File: config.mk
export PLATFORM = sky130hd
export DESIGN_NAME = bus_xcvr_2reg
export DESIGN_NICKNAME = d
export VERILOG_FILES = /design/src/rtl/xcvr_pkg.sv /design/src/rtl/xcvr_rst_sync.sv /design/src/rtl/xcvr_cap_reg.sv /design/src/rtl/xcvr_path_mux.sv /design/src/rtl/bus_xcvr_2reg.sv
export SDC_FILE = /design/constraint.sdc
export NUM_CORES = 1
export LEC_CHECK = 0
export BUFFER_PORTS_ARGS = -buffer_cell sky130_fd_sc_hd__buf_4
export CAP_MARGIN = 20
export CORE_MARGIN = 4
export CORE_UTILIZATION = 42
export DETAILED_ROUTE_END_ITERATION = 16
export PLACE_DENSITY = 0.74
export SYNTH_ARGS = -nofsm -noshare
export SYNTH_HDL_FRONTEND = slang
export SYNTH_SLANG_ARGS = --single-unit
File: constraint.sdc
create_clock -name clk -period 1.2 [get_ports clk]
set_clock_uncertainty 0.15 [all_clocks]
set_input_delay 0.18 -clock clk [delete_from_list [all_inputs] [get_ports clk]]
set_output_delay 0.18 -clock clk [all_outputs]
set_load 0.005 [all_outputs]
File: src/rtl/xcvr_pkg.sv
package xcvr_pkg;
  localparam int unsigned XCVR_W_DEF        = 8;
  localparam int unsigned XCVR_RST_STG_DEF  = 2;

  typedef enum logic {
    SRC_LIVE = 1'b0,
    SRC_HELD = 1'b1
  } src_sel_e;
endpackage

File: src/rtl/xcvr_rst_sync.sv
module xcvr_rst_sync #(
  parameter int unsigned STAGES = 2
) (
  input  logic clk,
  input  logic rst_n,
  output logic rst_sync_n
);
  logic [STAGES-1:0] chain_d;
  logic [STAGES-1:0] chain_q;

  generate
    if (STAGES == 1) begin : g_single
      always_comb chain_d = 1'b1;
    end else begin : g_multi
      always_comb chain_d = {chain_q[STAGES-2:0], 1'b1};
    end
  endgenerate

  always_ff @(posedge clk or negedge rst_n) begin
    if (!rst_n) chain_q <= '0;
    else        chain_q <= chain_d;
  end

  assign rst_sync_n = chain_q[STAGES-1];
endmodule

File: src/rtl/xcvr_cap_reg.sv
module xcvr_cap_reg #(
  parameter int unsigned W = 8
) (
  input  logic         clk,
  input  logic         rst_n,
  input  logic         strobe_i,
  input  logic [W-1:0] d_i,
  output logic [W-1:0] q_o
);
  logic         strobe_q;
  logic         load;
  logic [W-1:0] data_d;
  logic [W-1:0] data_q;

  always_comb begin
    load   = strobe_i & ~strobe_q;
    data_d = d_i;
  end

  always_ff @(posedge clk or negedge rst_n) begin
    if (!rst_n) begin
      strobe_q <= 1'b0;
      data_q   <= '0;
    end else begin
      strobe_q <= strobe_i;
      if (load) data_q <= data_d;
    end
  end

  assign q_o = data_q;
endmodule

File: src/rtl/xcvr_path_mux.sv
module xcvr_path_mux
  import xcvr_pkg::*;
#(
  parameter int unsigned W             = 8,
  parameter bit          EN_ACTIVE_LOW = 1'b0
) (
  input  logic         rst_ok_i,
  input  logic         en_i,
  input  logic         sel_i,
  input  logic [W-1:0] live_i,
  input  logic [W-1:0] held_i,
  output logic [W-1:0] out_o,
  output logic         oe_o
);
  logic en_act;

  generate
    if (EN_ACTIVE_LOW) begin : g_low
      assign en_act = ~en_i;
    end else begin : g_high
      assign en_act = en_i;
    end
  endgenerate

  always_comb begin
    out_o = (src_sel_e'(sel_i) == SRC_HELD) ? held_i : live_i;
    oe_o  = rst_ok_i & en_act;
  end
endmodule

File: src/rtl/bus_xcvr_2reg.sv
module bus_xcvr_2reg
  import xcvr_pkg::*;
#(
  parameter int unsigned W       = XCVR_W_DEF,
  parameter int unsigned RST_STG = XCVR_RST_STG_DEF
) (
  input  logic         clk,
  input  logic         rst_n,
  input  logic [W-1:0] a_in_i,
  output logic [W-1:0] a_out_o,
  output logic         a_oe_o,
  input  logic [W-1:0] b_in_i,
  output logic [W-1:0] b_out_o,
  output logic         b_oe_o,
  input  logic         cap_ab_i,
  input  logic         cap_ba_i,
  input  logic         sel_ab_i,
  input  logic         sel_ba_i,
  input  logic         en_ab_i,
  input  logic         en_ba_n_i
);
  logic         rst_ok;
  logic [W-1:0] held_ab;
  logic [W-1:0] held_ba;

  xcvr_rst_sync #(.STAGES(RST_STG)) u_rst (
    .clk        (clk),
    .rst_n      (rst_n),
    .rst_sync_n (rst_ok)
  );

  xcvr_cap_reg #(.W(W)) u_reg_ab (
    .clk      (clk),
    .rst_n    (rst_ok),
    .strobe_i (cap_ab_i),
    .d_i      (a_in_i),
    .q_o      (held_ab)
  );

  xcvr_cap_reg #(.W(W)) u_reg_ba (
    .clk      (clk),
    .rst_n    (rst_ok),
    .strobe_i (cap_ba_i),
    .d_i      (b_in_i),
    .q_o      (held_ba)
  );

  xcvr_path_mux #(.W(W), .EN_ACTIVE_LOW(1'b0)) u_mux_b (
    .rst_ok_i (rst_ok),
    .en_i     (en_ab_i),
    .sel_i    (sel_ab_i),
    .live_i   (a_in_i),
    .held_i   (held_ab),
    .out_o    (b_out_o),
    .oe_o     (b_oe_o)
  );

  xcvr_path_mux #(.W(W), .EN_ACTIVE_LOW(1'b1)) u_mux_a (
    .rst_ok_i (rst_ok),
    .en_i     (en_ba_n_i),
    .sel_i    (sel_ba_i),
    .live_i   (b_in_i),
    .held_i   (held_ba),
    .out_o    (a_out_o),
    .oe_o     (a_oe_o)
  );
endmodule

After elaboration in Yosys (flattened, before gate mapping):

Index checks and enable logic that the tools add are counted.

* mux-type cells: 2
* bitwise operators: 7

Operator list (count)
* $mux W8: 2
* $and A1 B1 Y1: 4
* $not A1 Y1: 3

* flip-flop bits (word level): 20
* input bits: 24
* output and inout bits: 18

Longest topological paths before layout:

Gate-level depths: netlist (run 1).

* depth in word-level cells: 2
* depth in mapped cells: 3
* gate-level depth less buffers: 2

Hierarchy:

From an unflattened synthesis (run 1), not the netlist that was laid out.

* cell total of the unflattened synthesis: 61
* area total of the unflattened synthesis: 1069.8 um2

Modules (own cells, without submodules)
* xcvr_cap_reg: times used 2, cells an instance 19, area an instance 370.4 um2
* xcvr_path_mux: times used 2, cells an instance 10, area an instance 137.6 um2
* xcvr_rst_sync: times used 1, cells an instance 3, area an instance 53.8 um2

Worst setup path before layout (run 1):

Ideal clock, no wire load.

* path kind: flip-flop to output port
* start point: reg u_rst.chain_q[1]
* end point: out a_oe_o
* arrival time: 924 ps
* data required time: 870 ps
* setup slack: -54 ps
* cell stages (with the launch flop): 2
* buffers on the path: 0
* cell sequence: dfrtp_1 > nor2b_1

* cells in the longest elaborated chain, start to end: 1

Ends and longest elaborated chain
* start, declared: RTL line xcvr_rst_sync.sv:9 `logic [STAGES-1:0] chain_q;`
* start signal, assigned: RTL line xcvr_rst_sync.sv:21 `else chain_q <= chain_d;`
* $and A1 B1 Y1: RTL line xcvr_path_mux.sv:27 `oe_o = rst_ok_i & en_act;`
* end, declared: RTL line bus_xcvr_2reg.sv:11 `output logic a_oe_o,`

Every way passes these cells.

Final worst setup path (run 1):

* start point: reg u_reg_ba.data_q[5] (netlist: u_reg_ba.q_o[5])
* end point: out a_out_o[5]

* cells in the longest elaborated chain, start to end: 1

Ends and longest elaborated chain
* start, declared: RTL line xcvr_cap_reg.sv:13 `logic [W-1:0] data_q;`
* start signal, assigned: RTL line xcvr_cap_reg.sv:26 `if (load) data_q <= data_d;`
* $mux W8: RTL line xcvr_path_mux.sv:26 `out_o = (src_sel_e'(sel_i) == SRC_HELD) ? held_i : live_i;`
* end, declared: RTL line bus_xcvr_2reg.sv:10 `output logic [W-1:0] a_out_o,`

Every way passes these cells.

==> results.json, run 1 <==
{
  "outcome": "complete, but fails checks",
  "violations": "negative setup slack",
  "syn_to_final_growth_pct": 76.7,
  "fp.dieH_um": 56.7,
  "ys_seq_area_frac": 0.502,
  "ir_worst_vdd_mv": 1.06,
  "synth_seq_cells": 20,
  "n_antenna_cell": 0,
  "cp-end-kind": "output pin",
  "r2r_slack_ps": -80,
  "io_pins": 42,
  "grt_pass1_wl_mm": 4.06,
  "num_rows": 17,
  "cts_num_sinks": 20,
  "drtAntennaViolNets": 0,
  "grt_pass1_vias": 867,
  "maxCapViolCount": 0,
  "vias": 760,
  "slowest_delay_ps": 420,
  "coreArea_mm2": 0.00223,
  "drt-pass1-iter-count": 5,
  "synth_top_cell_area_share": 0.502,
  "rsz0062_at_grt": "true",
  "gp_routability_congestion": 0.661,
  "grt_overflow": 0,
  "path_cells": "mux2_4 -> buf_6",
  "synth_top_area_cell": "dfrtp_1",
  "p_total_mw": 1.82,
  "syn-num-nets": 85,
  "clk_latency_ps": 310,
  "netlist_instances": 61,
  "power.leakage_nw": 0.899,
  "final_hold_viol_count": 0,
  "cts_root_buffer": "clkbuf_4",
  "cp_slowest_cell": "dfrtp_1",
  "start_util": 0.446,
  "worstSetupPathType": "reg -> out",
  "finalNetCount": 157,
  "vias_per_cell": 4.75,
  "syn_area_per_cell_um2": 16.3,
  "cp_data_arrival_time_ps": 1100,
  "drive_gt1_frac": 0.697,
  "finalSetupViolations": 26,
  "fin_ws_ps": -235,
  "synth.area.top_cells": "dfrtp_1 50%, mux2_4 24%, mux2_2 18%, buf_6 2.3%, nand2b_4 1.4%",
  "cts_buffers": 3,
  "start_kind": "register",
  "critical_path_required_ps": 870,
  "dieArea_mm2": 0.00322,
  "die_x_um": 56.7,
  "critPathMaxFanout": 2,
  "fin_crit_ps": 1430,
  "grt_max_degree": 19,
  "wire_per_inst_um": 15.5,
  "path_delay_family": "flip-flops",
  "clk_pin_slew_ps": 120,
  "holdCritPathClass": "in -> async",
  "final_util": 0.789,
  "synth_area_um2": 997,
  "final_cell_mix": "32 x mux2_4, 32 x buf_4, 19 x dlygate4sd3_1, 19 x buf_6, 19 x dfrtp_1",
  "slew_violations": 0,
  "port-buffer-count": 41,
  "antenna_found_initial": 0,
  "fillCellCount": 128,
  "ys_types": 10,
  "ys_warn_count": 0,
  "h-tree-depth": 1,
  "min_period_over_period": 1.20,
  "cts_tree": "built",
  "clk_path_buf_depth": 2,
  "drc": 0,
  "critical_path_buf_inv_count": 1,
  "grt_use_total": 0.167,
  "p_per_area_mw_per_mm2": 1040,
  "detail_route.iter0.violations": 9,
  "wl_mm": 2.48,
  "fmaxAchievable_mhz": 697
}
layout make-up:
type | instances | area [um^2] | share of cell area
clock buffer | 4 | 26.3 | 0.0149
multi-input combinational | 37 | 534 | 0.303
sequential | 20 | 502 | 0.285
tap | 28 | 35.0 | 0.0199
timing repair buffer | 71 | 664 | 0.377
Yosys cell counts:
| cell | n |
|---|---|
| and2_1 | 1 |
| buf_2 | 2 |
| buf_6 | 2 |
| conb_1 | 1 |
| dfrtp_1 | 20 |
| mux2_2 | 16 |
| mux2_4 | 16 |
| nand2b_4 | 1 |
| nor2b_1 | 1 |
| nor2b_4 | 1 |
metrics by stage:
stage	TNS, ps	setup WS, ps	instance area, um^2	hold WS (ps)	std cells
after floorplan	0	10.5	998	-266	61
after global placement	-90.1	-13.2	1340	-183	129
after detailed placement	-147	-23.4	1340	-185	129
after CTS	-4010	-217	1710	31.9	155
after global routing	-5290	-285	1760	11.2	160
final	-4270	-235	1760	28.7	160
where the power goes:
part           total, mW  internal [mW]  switching [mW]
clock              0.345          0.130           0.215
sequential         0.812          0.760          0.0517
combinational      0.667          0.487           0.180
path summary, 6_finish.rpt:
kind,start,to,depth (start not counted)
setup reg to reg,u_reg_ba.strobe_q$_DFF_PN0_,u_reg_ba.q_o[0]$_DFFE_PN0P_,3
hold reg to reg,u_rst.chain_q[1]$_DFF_PN0_,u_reg_ab.q_o[6]$_DFFE_PN0P_,1
hold / removal,rst_n,u_rst.chain_q[0]$_DFF_PN0_,2
min in group clk,cap_ab_i,u_reg_ab.q_o[1]$_DFFE_PN0P_,3
max in group asynchronous,u_rst.chain_q[1]$_DFF_PN0_,u_reg_ab.q_o[7]$_DFFE_PN0P_,1
setup / recovery,u_reg_ba.q_o[5]$_DFFE_PN0P_,a_out_o[5],2
flip-flops by register name, summed over array words and instances (netlist names):
name	flops
u_reg_ab.q_o	8
u_reg_ab.strobe_q	1
u_reg_ba.q_o	8
u_reg_ba.strobe_q	1
u_rst.chain_q	2
repair_timing:
| action | in CTS | in global routing |
|---|---|---|
| setup endpoints to repair | 26 | 26 |
| setup buffers | 3 | 5 |
| resized for setup | 33 | 4 |
| hold endpoints to repair | 20 | 0 |
| hold buffers | 19 | 0 |
cell families (layout without fill, tap and decap cells):
family,Yosys count,in the layout,share of synthesized area
simple gates,4,4,0.0402
mux,32,32,0.422
other cells,1,1,0.00376
buf+inv,4,75,0.0326
flops,20,20,0.502
per-layer routing:
| layer | global-route usage | routed length, um | share of wire | up-vias |
|---|---|---|---|---|
| li1 | - | - | - | 351 |
| met1 | 0.202 | 1030 | 0.41 | 384 |
| met2 | 0.277 | 1300 | 0.52 | 20 |
| met3 | 0.0529 | 121 | 0.049 | 5 |
| met4 | 0.0610 | 36 | 0.015 | 0 |
| met5 | 0 | 0 | 0 | - |
Note: power is estimated with default switching activity, not from simulation.
==> run 2: changes to the inputs <==
- CORE_UTILIZATION: 42 -> 40
- PLACE_DENSITY: 0.74 -> 0.71
==> run 2 against run 1 <==
Compared with the run above:
- largest cell class unchanged
- register-to-register slack improved by 30 ps
- critical path depth stayed put
- the run still ends with negative setup slack left
- clock-buffer cell count fell by 1
==> results.json, run 2 (same netlist as run 1, synthesis figures left out) <==
{
  "critical_path_buf_inv_count": 1,
  "fin_ws_ps": -236,
  "final_hold_viol_count": 0,
  "port-buffer-count": 41,
  "p_total_mw": 2.05,
  "cts_buffers": 3,
  "worstSetupPathType": "reg -> out",
  "drc": 0,
  "fin_tns_setup_ps": -3870,
  "gp_routability_congestion": 0.710,
  "critPathMaxFanout": 2,
  "power.leakage_nw": 0.922,
  "start_kind": "register",
  "fin_crit_ps": 1440,
  "h-tree-depth": 1,
  "grt_overflow": 0,
  "grt_use_total": 0.157,
  "maxCapViolCount": 0,
  "cp.depth": 2,
  "start_util": 0.434,
  "wl_mm": 2.52,
  "holdCritPathClass": "in -> async",
  "fillCellCount": 137,
  "r2r_cells": 3,
  "clk_path_buf_depth": 2,
  "cts_root_buffer": "clkbuf_4",
  "io_pins": 42,
  "stdcell_area_mm2": 0.00180,
  "num_rows": 17,
  "coreArea_mm2": 0.00230,
  "place_ws_ps": -37.9,
  "final_cell_mix": "37 x buf_4, 32 x mux2_4, 19 x dlygate4sd3_1, 19 x dfrtp_1, 17 x buf_6",
  "grt_max_degree": 19,
  "vias_per_cell": 4.60,
  "layout.cells.non_filler": 163,
  "cp-end-kind": "output pin",
  "outcome": "complete, but fails checks",
  "rsz0062_at_grt": "true",
  "path_cells": "mux2_4 -> buf_6",
  "fmaxAchievable_mhz": 697,
  "die_x_um": 57.9,
  "cts_tree": "built",
  "vias": 750,
  "min_period_over_period": 1.20,
  "violations": "negative setup slack",
  "placed_area_mm2": 0.00134,
  "grt_pass1_wl_mm": 3.95,
  "finalNetCount": 160,
  "n_antenna_cell": 0,
  "wire_per_inst_um": 15.5,
  "p_per_area_mw_per_mm2": 1140,
  "cp_slowest_cell": "dfrtp_1",
  "drtAntennaViolNets": 0,
  "final_common_cell": "buf_4",
  "final_util": 0.784,
  "clk_latency_ps": 290,
  "detail_route.iter0.violations": 7,
  "path_delay_family": "flip-flops",
  "critical_path_required_ps": 870,
  "clk_pin_slew_ps": 120,
  "slowest_delay_ps": 420,
  "dieArea_mm2": 0.00336,
  "ir_worst_vdd_mv": 1.98,
  "r2r_slack_ps": -50,
  "drt-pass1-iter-count": 2,
  "drive_gt1_frac": 0.704,
  "finalSetupViolations": 26,
  "cts_num_sinks": 20,
  "grt_pass1_vias": 814,
  "slew_violations": 0,
  "hpwl_mm": 1.55,
  "fin_hold_ws_ps": 44.5,
  "syn_to_final_growth_pct": 80.6,
  "cp_data_arrival_time_ps": 1110,
  "antenna_found_initial": 0,
  "placed_cells": 128,
  "fp.dieH_um": 57.9
}
run 2: cell types whose count changed in the layout (fill, tap and decap cells not counted):
cell | before | now
buf_6 | 19 | 17
bufinv_16 | 0 | 1
and2_1 | 0 | 1
clkbuf_1 | 1 | 0
buf_4 | 32 | 37
and2_4 | 1 | 0
run 2: final timing paths:
path | start | to
worst min register to register | u_rst.chain_q[1]$_DFF_PN0_ | u_reg_ab.q_o[1]$_DFFE_PN0P_
min in group clk | cap_ab_i | u_reg_ab.q_o[7]$_DFFE_PN0P_
max in group asynchronous | u_rst.chain_q[1]$_DFF_PN0_ | u_reg_ba.strobe_q$_DFF_PN0_
worst min-delay path | rst_n | u_rst.chain_q[1]$_DFF_PN0_
worst max register to register | u_reg_ba.strobe_q$_DFF_PN0_ | u_reg_ba.q_o[1]$_DFFE_PN0P_
worst max-delay path | u_reg_ba.q_o[7]$_DFFE_PN0P_ | a_out_o[7]
run 2: layout make-up:
| type | count | area [um^2] | area share |
|---|---|---|---|
| clock inverters | 1 | 30.0 | 0.0167 |
| clock buffers | 3 | 22.5 | 0.0125 |
| flip-flops and latches | 20 | 502 | 0.279 |
| repair buffers | 74 | 679 | 0.377 |
| multi-input cells | 37 | 532 | 0.295 |
| well taps | 28 | 35.0 | 0.0195 |
run 2: per-layer routing:
metal,global-route usage,vias up,wire length [um]
li1,-,358,-
met3,0.0490,4,114
met5,0,-,0
met1,0.188,368,1010
met4,0.0298,0,39
met2,0.279,20,1360
run 2: power by group:
part	switching [mW]	total [mW]	internal, mW
Clock	0.207	0.545	0.338
Combinational	0.190	0.695	0.505
Sequential	0.0500	0.810	0.760
run 2: timing repair:
action / in CTS / in global routing
endpoints found under the setup margin: 26 / 27
hold buffers: 19 / 0
cloned: 0 / 0
setup buffers: 6 / 6
gates resized for setup: 32 / 2
hold endpoints to repair: 20 / 0
